--- src/rtl/cfgr_pkg.sv ---
package cfgr_pkg;

    typedef enum logic [1:0] {
        ST_IDLE,
        ST_FWD_WAIT,
        ST_RESPOND
    } state_t;

    typedef enum logic [2:0] {
        RT_ADDR_WR,
        RT_ADDR_RD,
        RT_LOCAL,
        RT_FORWARD,
        RT_ALL_ONES
    } route_t;

    function automatic logic [31:0] lane_mask(input logic [3:0] be);
        logic [31:0] m;
        for (int k = 0; k < 4; k++) begin
            m[8*k +: 8] = {8{be[k]}};
        end
        return m;
    endfunction

endpackage

--- src/rtl/cfgr_addr_reg.sv ---
module cfgr_addr_reg (
    input  logic        clk,
    input  logic        rst_n,
    input  logic        wr_en,
    input  logic [31:2] wdata,
    output logic [31:0] q
);
    logic [31:2] q_hi;

    always_ff @(posedge clk) begin
        if (!rst_n) begin
            q_hi <= '0;
        end else if (wr_en) begin
            q_hi <= wdata;
        end
    end

    assign q = {q_hi, 2'b00};
endmodule

--- src/rtl/cfgr_decode.sv ---
module cfgr_decode
    import cfgr_pkg::*;
#(
    parameter int          NUM_LOCAL_DEV = 3,
    parameter logic [13:0] ADDR_PORT     = 14'h33E,
    parameter logic [13:0] DATA_PORT     = 14'h33F
) (
    input  logic [13:0]              dw_addr,
    input  logic [3:0]               be,
    input  logic                     wr,
    input  logic                     cfg_en,
    input  logic [7:0]               cfg_bus,
    input  logic [4:0]               cfg_dev,
    input  logic [2:0]               cfg_func,
    output route_t                   route,
    output logic [NUM_LOCAL_DEV-1:0] local_hit
);
    logic [NUM_LOCAL_DEV-1:0] dev_match;

    for (genvar i = 0; i < NUM_LOCAL_DEV; i++) begin : g_dev
        assign dev_match[i] = (cfg_dev == 5'(i));
    end

    always_comb begin
        route     = RT_ALL_ONES;
        local_hit = '0;
        if (dw_addr == ADDR_PORT) begin
            if (be == 4'hF) begin
                route = wr ? RT_ADDR_WR : RT_ADDR_RD;
            end
        end else if (dw_addr == DATA_PORT && cfg_en && be != 4'h0) begin
            if (cfg_bus != 8'h00) begin
                route = RT_FORWARD;
            end else if (|dev_match) begin
                if (cfg_func == 3'd0) begin
                    route     = RT_LOCAL;
                    local_hit = dev_match;
                end
            end else begin
                route = RT_FORWARD;
            end
        end
    end
endmodule

--- src/rtl/cfg_access_router.sv ---
module cfg_access_router
    import cfgr_pkg::*;
#(
    parameter int NUM_LOCAL_DEV  = 3,
    parameter int TIMEOUT_CYCLES = 64
) (
    input  logic                        clk,
    input  logic                        rst_n,
    input  logic [13:0]                 io_dw_addr,
    input  logic [3:0]                  io_be,
    input  logic                        io_rd,
    input  logic                        io_wr,
    input  logic [31:0]                 io_wdata,
    output logic [31:0]                 io_rdata,
    output logic                        io_ack,
    output logic [NUM_LOCAL_DEV-1:0]    rf_req,
    output logic                        rf_we,
    output logic [5:0]                  rf_reg,
    output logic [3:0]                  rf_be,
    output logic [31:0]                 rf_wdata,
    input  logic [NUM_LOCAL_DEV*32-1:0] rf_rdata,
    output logic                        fwd_req,
    output logic                        fwd_we,
    output logic [31:0]                 fwd_addr,
    output logic [3:0]                  fwd_be,
    output logic [31:0]                 fwd_wdata,
    input  logic                        fwd_cpl,
    input  logic                        fwd_abort,
    input  logic [31:0]                 fwd_rdata
);
    localparam logic [13:0] ADDR_PORT = 14'h33E;
    localparam logic [13:0] DATA_PORT = 14'h33F;
    localparam int          TMO_W     = $clog2(TIMEOUT_CYCLES + 1);
    localparam logic [TMO_W-1:0] TMO_LAST = TMO_W'(TIMEOUT_CYCLES - 1);

    state_t                   state_q, state_d;
    logic [31:0]              rdata_q, rdata_d;
    logic [TMO_W-1:0]         cnt_q, cnt_d;
    logic                     fwd_we_q, fwd_we_d;
    logic [31:0]              fwd_addr_q, fwd_addr_d;
    logic [3:0]               fwd_be_q, fwd_be_d;
    logic [31:0]              fwd_wdata_q, fwd_wdata_d;

    logic [31:0]              cfg_addr;
    route_t                   route;
    logic [NUM_LOCAL_DEV-1:0] local_hit;
    logic                     accept;
    logic [31:0]              local_rd;

    assign accept = (state_q == ST_IDLE) && (io_rd || io_wr);

    cfgr_decode #(
        .NUM_LOCAL_DEV(NUM_LOCAL_DEV),
        .ADDR_PORT    (ADDR_PORT),
        .DATA_PORT    (DATA_PORT)
    ) u_decode (
        .dw_addr  (io_dw_addr),
        .be       (io_be),
        .wr       (io_wr),
        .cfg_en   (cfg_addr[31]),
        .cfg_bus  (cfg_addr[23:16]),
        .cfg_dev  (cfg_addr[15:11]),
        .cfg_func (cfg_addr[10:8]),
        .route    (route),
        .local_hit(local_hit)
    );

    cfgr_addr_reg u_addr (
        .clk  (clk),
        .rst_n(rst_n),
        .wr_en(accept && route == RT_ADDR_WR),
        .wdata(io_wdata[31:2]),
        .q    (cfg_addr)
    );

    // internal register-file port, combinational in the strobe cycle
    assign rf_req   = (accept && route == RT_LOCAL) ? local_hit : '0;
    assign rf_we    = io_wr;
    assign rf_reg   = cfg_addr[7:2];
    assign rf_be    = io_be;
    assign rf_wdata = io_wdata;

    always_comb begin
        local_rd = '0;
        for (int i = 0; i < NUM_LOCAL_DEV; i++) begin
            if (local_hit[i]) begin
                local_rd = local_rd | rf_rdata[32*i +: 32];
            end
        end
    end

    // state register
    always_ff @(posedge clk) begin
        if (!rst_n) begin
            state_q     <= ST_IDLE;
            rdata_q     <= '0;
            cnt_q       <= '0;
            fwd_we_q    <= 1'b0;
            fwd_addr_q  <= '0;
            fwd_be_q    <= '0;
            fwd_wdata_q <= '0;
        end else begin
            state_q     <= state_d;
            rdata_q     <= rdata_d;
            cnt_q       <= cnt_d;
            fwd_we_q    <= fwd_we_d;
            fwd_addr_q  <= fwd_addr_d;
            fwd_be_q    <= fwd_be_d;
            fwd_wdata_q <= fwd_wdata_d;
        end
    end

    // next state
    always_comb begin
        state_d     = state_q;
        rdata_d     = rdata_q;
        cnt_d       = cnt_q;
        fwd_we_d    = fwd_we_q;
        fwd_addr_d  = fwd_addr_q;
        fwd_be_d    = fwd_be_q;
        fwd_wdata_d = fwd_wdata_q;
        unique case (state_q)
            ST_IDLE: begin
                if (accept) begin
                    state_d = ST_RESPOND;
                    unique case (route)
                        RT_ADDR_WR:  rdata_d = '0;
                        RT_ADDR_RD:  rdata_d = cfg_addr;
                        RT_LOCAL:    rdata_d = io_wr ? '0 : (local_rd & lane_mask(io_be));
                        RT_ALL_ONES: rdata_d = '1;
                        RT_FORWARD: begin
                            state_d     = ST_FWD_WAIT;
                            cnt_d       = '0;
                            fwd_we_d    = io_wr;
                            fwd_addr_d  = cfg_addr;
                            fwd_be_d    = io_be;
                            fwd_wdata_d = io_wdata;
                        end
                        default:     rdata_d = '1;
                    endcase
                end
            end
            ST_FWD_WAIT: begin
                if (fwd_cpl) begin
                    state_d = ST_RESPOND;
                    if (fwd_abort) begin
                        rdata_d = '1;
                    end else begin
                        rdata_d = fwd_we_q ? '0 : (fwd_rdata & lane_mask(fwd_be_q));
                    end
                end else if (cnt_q == TMO_LAST) begin
                    state_d = ST_RESPOND;
                    rdata_d = '1;
                end else begin
                    cnt_d = cnt_q + TMO_W'(1);
                end
            end
            ST_RESPOND: begin
                state_d = ST_IDLE;
            end
            default: begin
                state_d = ST_IDLE;
            end
        endcase
    end

    // outputs
    always_comb begin
        io_ack    = (state_q == ST_RESPOND);
        io_rdata  = rdata_q;
        fwd_req   = (state_q == ST_FWD_WAIT);
        fwd_we    = fwd_we_q;
        fwd_addr  = fwd_addr_q;
        fwd_be    = fwd_be_q;
        fwd_wdata = fwd_wdata_q;
    end

    AST_LOCAL_ONEHOT: assert property (@(posedge clk) disable iff (!rst_n)
        $onehot0(rf_req));

    AST_LOCAL_NEEDS_ENABLE: assert property (@(posedge clk) disable iff (!rst_n)
        (rf_req != '0) |-> cfg_addr[31]);

    AST_ADDR_DWORD_ONLY: assert property (@(posedge clk) disable iff (!rst_n)
        !$stable(cfg_addr) |-> $past(io_wr && io_be == 4'hF && io_dw_addr == ADDR_PORT));

    AST_FWD_HELD: assert property (@(posedge clk) disable iff (!rst_n)
        (fwd_req && !fwd_cpl && cnt_q != TMO_LAST) |=> (fwd_req && $stable(fwd_addr)));

    AST_TMO_BOUND: assert property (@(posedge clk) disable iff (!rst_n)
        cnt_q < TMO_W'(TIMEOUT_CYCLES));

    AST_ACK_SINGLE: assert property (@(posedge clk) disable iff (!rst_n)
        io_ack |=> !io_ack);

endmodule

--- config.mk ---
export PLATFORM = sky130hd
export DESIGN_NAME = cfg_access_router
export DESIGN_NICKNAME = d
export VERILOG_FILES = /design/src/rtl/cfgr_pkg.sv /design/src/rtl/cfgr_addr_reg.sv /design/src/rtl/cfgr_decode.sv /design/src/rtl/cfg_access_router.sv
export SDC_FILE = /design/constraint.sdc
export NUM_CORES = 1
export LEC_CHECK = 0
export BUFFER_PORTS_ARGS = -buffer_cell sky130_fd_sc_hd__buf_4
export CELL_PAD_IN_SITES_DETAIL_PLACEMENT = 0
export CELL_PAD_IN_SITES_GLOBAL_PLACEMENT = 1
export CORE_MARGIN = 1.5
export CORE_UTILIZATION = 33
export DETAILED_ROUTE_END_ITERATION = 8
export PLACE_DENSITY = 0.83
export SLEW_MARGIN = 20
export SYNTH_ARGS = -nofsm -noshare
export SYNTH_HDL_FRONTEND = slang
export SYNTH_SLANG_ARGS = --single-unit
--- constraint.sdc ---
create_clock -name clk -period 2.5 [get_ports clk]
set_input_delay 0.125 -clock clk [delete_from_list [all_inputs] [get_ports clk]]
set_output_delay 0.125 -clock clk [all_outputs]
set_load 0.005 [all_outputs]
* Yosys cells after proc, flatten, opt, wreduce, memory -nomap -nowiden
Cells that the tools add are included.
** Word-level totals
- Bits in registers :: 138
- Input bits :: 184
- Output and inout port bits :: 149
- Logic and storage cells :: 82
** Operators by class
- Add/sub/neg operators :: 1
- Equality and inequality tests :: 17
- Mux-type cells :: 34
- Bitwise gates (word level) :: 4
- Reduce and logical (&&, ||, !) cells :: 18
** Operators by type and width (count)
- 32-bit two-way mux :: 9
- 32-bit one-hot mux with 4 select lines :: 1
- 32-bit bitwise AND :: 2
- 32-bit bitwise OR :: 2
- 32-bit one-hot mux with 2 select lines :: 1
- 3-bit two-way mux :: 12
- 14-bit by 10-bit == test with 1-bit output (second input constant) :: 2
- 7-bit two-way mux :: 4
- 7-bit one-hot mux with 2 select lines :: 1
- 2-bit two-way mux :: 4
- 2-bit != test (second input constant) :: 4
- 8-bit nonzero test :: 1
- 7-bit by 1-bit adder with 7-bit output (second input constant) :: 1
- 7-bit by 6-bit == test with 1-bit output (second input constant) :: 1
- 3-bit by 2-bit == test with 1-bit output (second input constant) :: 2
- 3-bit logical NOT :: 2
- 5-bit by 1-bit == test with 1-bit output (second input constant) :: 1
- 5-bit by 2-bit == test with 1-bit output (second input constant) :: 1
- 1-bit logical AND :: 5
- 5-bit logical NOT :: 1
- 5-bit AND reduction :: 1
- 4-bit == test (second input constant) :: 1
- 2-bit one-hot mux with 2 select lines :: 1
- 4-bit AND reduction :: 1
- 13 further kinds :: 13

* Longest topological paths before layout
- Depth in word-level cells :: 16
- Gate-level depth with buffers :: 9

* Modules after synthesis
Synthesis repeated with hierarchy kept, for this count alone.
** Unflattened totals
- Cells, all modules :: 767
- Area, all modules :: 6752.7 µm²
** Modules (own cells, without submodules)
- cfg_access_router :: times used 1, cells an instance 644, area each 5396.4 µm²
- cfgr_addr_reg :: times used 1, cells an instance 100, area each 1189.9 µm²
- cfgr_decode :: times used 1, cells an instance 23, area each 166.4 µm²

* Worst setup path before layout
OpenSTA, ideal clock, no wires.
- Path type :: register to register
- Start :: register u_addr.q_hi[20] (netlist name)
- End :: register rdata_q[23], in the netlist io_rdata[23]
- Library setup time :: 0.074 ns
- Arrival :: 1.861 ns
- Slack :: 0.565 ns
- Stages on the path, launching flop included :: 8
- Path buffers :: 1
- Cell sequence :: dfxtp_1 > nor4_1 > nand3_1 > or4_4 > buf_6 > nor3b_4 > nand2_1 > a31oi_1
** On the way
- Word-level cells in the longest chain between the ends :: 14
- Elaborated cells on any way between the ends :: 23
** RTL lines
- start, declared :: RTL line cfgr_addr_reg.sv:8 : logic [31:2] q_hi;
- start signal, assigned :: RTL line cfgr_addr_reg.sv:14 : q_hi <= wdata;
- 8-bit nonzero test (*) :: RTL line cfgr_decode.sv:32 : if (cfg_bus != 8'h00) begin
- 3-bit two-way mux :: RTL line cfgr_decode.sv:32
- 3-bit two-way mux :: RTL line cfgr_decode.sv:31 : end else if (dw_addr == DATA_PORT && cfg_en && be != 4'h0) begin
- 3-bit two-way mux :: RTL line cfgr_decode.sv:27 : if (dw_addr == ADDR_PORT) begin
- 32-bit two-way mux :: RTL line cfg_access_router.sv:86 : if (local_hit[i]) begin
- 32-bit bitwise OR :: RTL line cfg_access_router.sv:87 : local_rd = local_rd | rf_rdata[32*i +: 32];
- 32-bit two-way mux :: RTL line cfg_access_router.sv:86
- 32-bit bitwise OR :: RTL line cfg_access_router.sv:87
- 32-bit two-way mux :: RTL line cfg_access_router.sv:86
- 32-bit bitwise AND :: RTL line cfg_access_router.sv:129 : RT_LOCAL: rdata_d = io_wr ? '0 : (local_rd & lane_mask(io_be));
- 32-bit two-way mux :: RTL line cfg_access_router.sv:129
- 32-bit one-hot mux with 4 select lines :: RTL line cfg_access_router.sv:126 : unique case (route)
- 32-bit two-way mux :: RTL line cfg_access_router.sv:124 : if (accept) begin
- 32-bit one-hot mux with 2 select lines :: RTL line cfg_access_router.sv:122 : unique case (state_q)
- end signal, assigned :: RTL line cfg_access_router.sv:104 : rdata_q <= rdata_d;
- end, declared :: RTL line cfg_access_router.sv:37 : logic [31:0] rdata_q, rdata_d;
Mark *: on every way between the ends. The rest lies on a longest branch, timed or not. The select of a mux whose other input is x is not followed.
A chain may end at the register's enable or synchronous reset.

* Worst setup path after layout
- Start :: register u_addr.q_hi[20] (netlist name)
- End :: output rf_req[0]
** On the way
- Word-level cells in the longest chain between the ends :: 7
- Elaborated cells on any way between the ends :: 10
** RTL lines
- 8-bit nonzero test (*) :: RTL line cfgr_decode.sv:32
- 3-bit two-way mux :: RTL line cfgr_decode.sv:32
- 3-bit two-way mux :: RTL line cfgr_decode.sv:31
- 3-bit two-way mux :: RTL line cfgr_decode.sv:27
- 3-bit by 2-bit == test with 1-bit output :: RTL line cfg_access_router.sv:77 : assign rf_req = (accept && route == RT_LOCAL) ? local_hit : '0;
- 1-bit logical AND :: RTL line cfg_access_router.sv:77
- 3-bit two-way mux (*) :: RTL line cfg_access_router.sv:77
- end, declared :: RTL line cfg_access_router.sv:16 : output logic [NUM_LOCAL_DEV-1:0] rf_req,
Mark *: on every way between the ends. The rest lies on a longest branch, timed or not.

==> flow_summary.ini <==
[sta]
hold_violations = 0
fmax_mhz = 417.8
maxSlewViolCount = 0
rsz0062_at_grt = no
setup_viol = 0
fin_hold_ws_ps = 27.83
post-route-min-period_ps = 2394
max_slew.worst_pin.slew_ps = 843.4
layout_setup_ws_ps = 106.4
maxSlewHeadroom_pct = 43.25
fin_setup_tns_ps = 0
fin_crit_sh_pct = 95.74
clock_skew_ps = 12.20

[drt]
viasPerCell = 4.864
drtPass1Iterations = 5
ant_nets = 0
wl_per_cell_um = 16.94
finalWirelength_mm = 25.09
drt-initial-drc-count = 342
route.detailed.drc = 0
vias = 7203

[placement]
place_ws_ps = 170.7
placed_area_um2 = 9454
numPortBuffers = 330
gp_congestion = 0.8059
dp_cells = 1409
hpwl_mm = 18.15

[global_route]
grt_antenna_before_repair = 1
grt-busiest-layer = met2
track_usage_pct = 22.05
grt_pass1_wl_mm = 37.65
met3_usage_pct = 5.798
grt_max_degree = 67
use_met2_pct = 34.53
gr-total-overflow = 0
grt_pass1_vias = 6807
grt_use_met1_pct = 29.16

[cells_and_area]
postLayoutCoreUtil_pct = 50.11
area_delta_synth_final_pct = 49.93
instances_no_fill = 1481
num-fill-cells = 2065
drive_gt1_share_pct = 33.78
fin_nets = 1378
final_area_um2 = 10470

[critical_path]
cp.arrival_ps = 2270
cp.buffers_inverters = 1
path_max_fanout = 8
crit_path_top_delay_cell = or4_4
start_kind = flip-flop
max_stage_delay_ps = 610
reg2reg_depth = 7
path_cells = nor4_2 > nand3_1 > or4_4 > nor4_2 > buf_4
worst_setup_path_end_kind = output pin
cpMostUsedCell = nor4_2
required_ps = 2380
path_class = reg -> out
crit_family = simple AND/OR/NAND/NOR gates
cp_num_cells = 5

[synth]
syn-instance-count = 890
ys_types = 43
yosysWarnings = 0
synth_area_per_cell_um2 = 7.845
ys_seq_elements = 138
synth_area_um2 = 6982
ys_seq_area_share_pct = 39.57

[clock_network]
tritoncts = built
clock_latency_ps = 420
root_buffer = clkbuf_16
cts.sinks = 138
cts_buffer_depth = 2
tritoncts.num_buffers = 17
path_clk_slew_ps = 60
cts_htree_levels = 4

[min_path]
min_path_type = in -> reg
min_path_cells = 3

[pwr]
peakVddDrop_mv = 0.4741
powerDensity_nw_per_um2 = 523.0
p_leak_nw = 4.158
total_power_mw = 5.474

[die]
die_h_um = 148.5
fp-row-count = 53
initial_core_util_pct = 33.42
ios = 333
core_area_um2 = 20890
die-area_um2 = 22040
die_w_um = 148.5

[flow_run]
maxCapViolCount = 0

[outcome]
outcome = finished, final reports clean
layout make-up:
type / count / area [um2] / area share [%]
tap: 275 / 344.1 / 3.287
sequential: 138 / 2764 / 26.40
multi-input combinational: 639 / 3654 / 34.90
inverter: 2 / 7.507 / 0.07172
timing repair buffer: 395 / 3103 / 29.64
clock inverter: 10 / 142.6 / 1.363
antenna: 1 / 2.502 / 0.02391
clock buffer: 21 / 450.4 / 4.303
cells in the final DEF, fill, tap and decap left out, types with 3 or more instances in the layout:
cell           count
bufinv_16          3
o211ai_1          31
nor2_1             9
xnor2_1            3
a21boi_1          34
a21oi_1            5
mux2i_1           32
buf_4            356
nand3_1            8
o21ai_0           37
nor4_2             4
a31oi_1           30
nor3_1            12
buf_12             4
clkbuf_1           3
nand2_1          287
and2_1             3
dlygate4sd3_1     35
nor2b_1            8
a21o_1            32
clkbuf_16         17
a21boi_0          64
dfxtp_1          137
clkinvlp_4         4
nor3b_4            4
and4_1             3
tightest hold or removal path: stages:
cell and delay (ps):
buf_4 150, nand2_1 50, a21boi_0 70
what timing repair did:
action                                 in CTS  in global routing
hold buffers                               35                  0
resized for setup                           1                  4
setup endpoints to repair                   3                  3
pin swaps                                   1                  1
endpoints found under the hold margin      59                  0
setup buffers                               0                  5
registers in the layout, summed over array words and instances (netlist names):
name and cells:
fwd_wdata 32, fwd_we 1, state_q 2, u_addr.q_hi 30
io_rdata 32, cnt_q 7, fwd_be 4, fwd_addr 30
power by group:
group | total (mW) | internal (mW) | leakage (nW) | switching [mW]
sequential | 2.27 | 2.25 | 1.12 | 0.0275
clock | 2.57 | 1.59 | 0.276 | 0.980
combinational | 0.626 | 0.393 | 2.76 | 0.233
total | 5.47 | 4.23 | 4.16 | 1.24
kinds of logic after synthesis:
kind of cell	after synthesis	share of synthesized area (%)
other	1	0.05371
DFF	138	39.57
buffers and inverters	114	8.943
xor gates and xnor gates	3	0.3764
and+or+nand+nor	361	22.53
AOI/OAI and AO/OA	240	23.76
muxes	32	4.588
adders and majority gates	1	0.1792
routing by layer:
metal,wire [um],vias up,share of wire (%)
met1,11320,3327,45
met5,0,-,0
met4,610,0,2.4
met2,11570,253,46
met3,1587,33,6.3
li1,-,3590,-
cell usage after synthesis (all sizes together):
cell type / n / area, um2
a21boi: 98 / 735.7
or4: 3 / 26.27
nor4: 6 / 37.54
inv: 2 / 7.510
xnor2: 3 / 26.28
dfxtp: 138 / 2763
and4bb: 1 / 12.51
nor3b: 7 / 102.6
or3: 2 / 12.51
or2: 2 / 12.51
clkbuf: 46 / 172.7
nand3b: 1 / 7.510
a21oi: 6 / 30.03
nand4: 2 / 18.77
mux2i: 32 / 320.3
a21o: 32 / 240.2
a31oi: 30 / 187.7
nor2: 11 / 41.29
nor3: 14 / 70.07
ha: 1 / 12.51
and3: 1 / 6.260
o211ai: 31 / 232.7
a32oi: 1 / 8.760
nand2b: 1 / 6.260
conb: 1 / 3.750
nand3: 8 / 40.04
o21ai: 37 / 185.2
nand2: 287 / 1077
and4: 3 / 26.28
buf: 66 / 444.2
o21a: 2 / 15.01
nor2b: 9 / 56.30
o31ai: 2 / 15.01
o31a: 1 / 8.760
and2: 3 / 18.77
final timing paths:
check / startpoint / endpoint / slack (ps)
setup / recovery: u_addr.q_hi[20] / rf_req[0] / 110
hold / removal: io_be[0] / fwd_be[0] / 30
setup reg to reg: u_addr.q_hi[20] / io_rdata[18] / 110
hold reg to reg: fwd_addr[5] / fwd_addr[5] / 450
No activity file was read; power rests on OpenSTA's default activity.
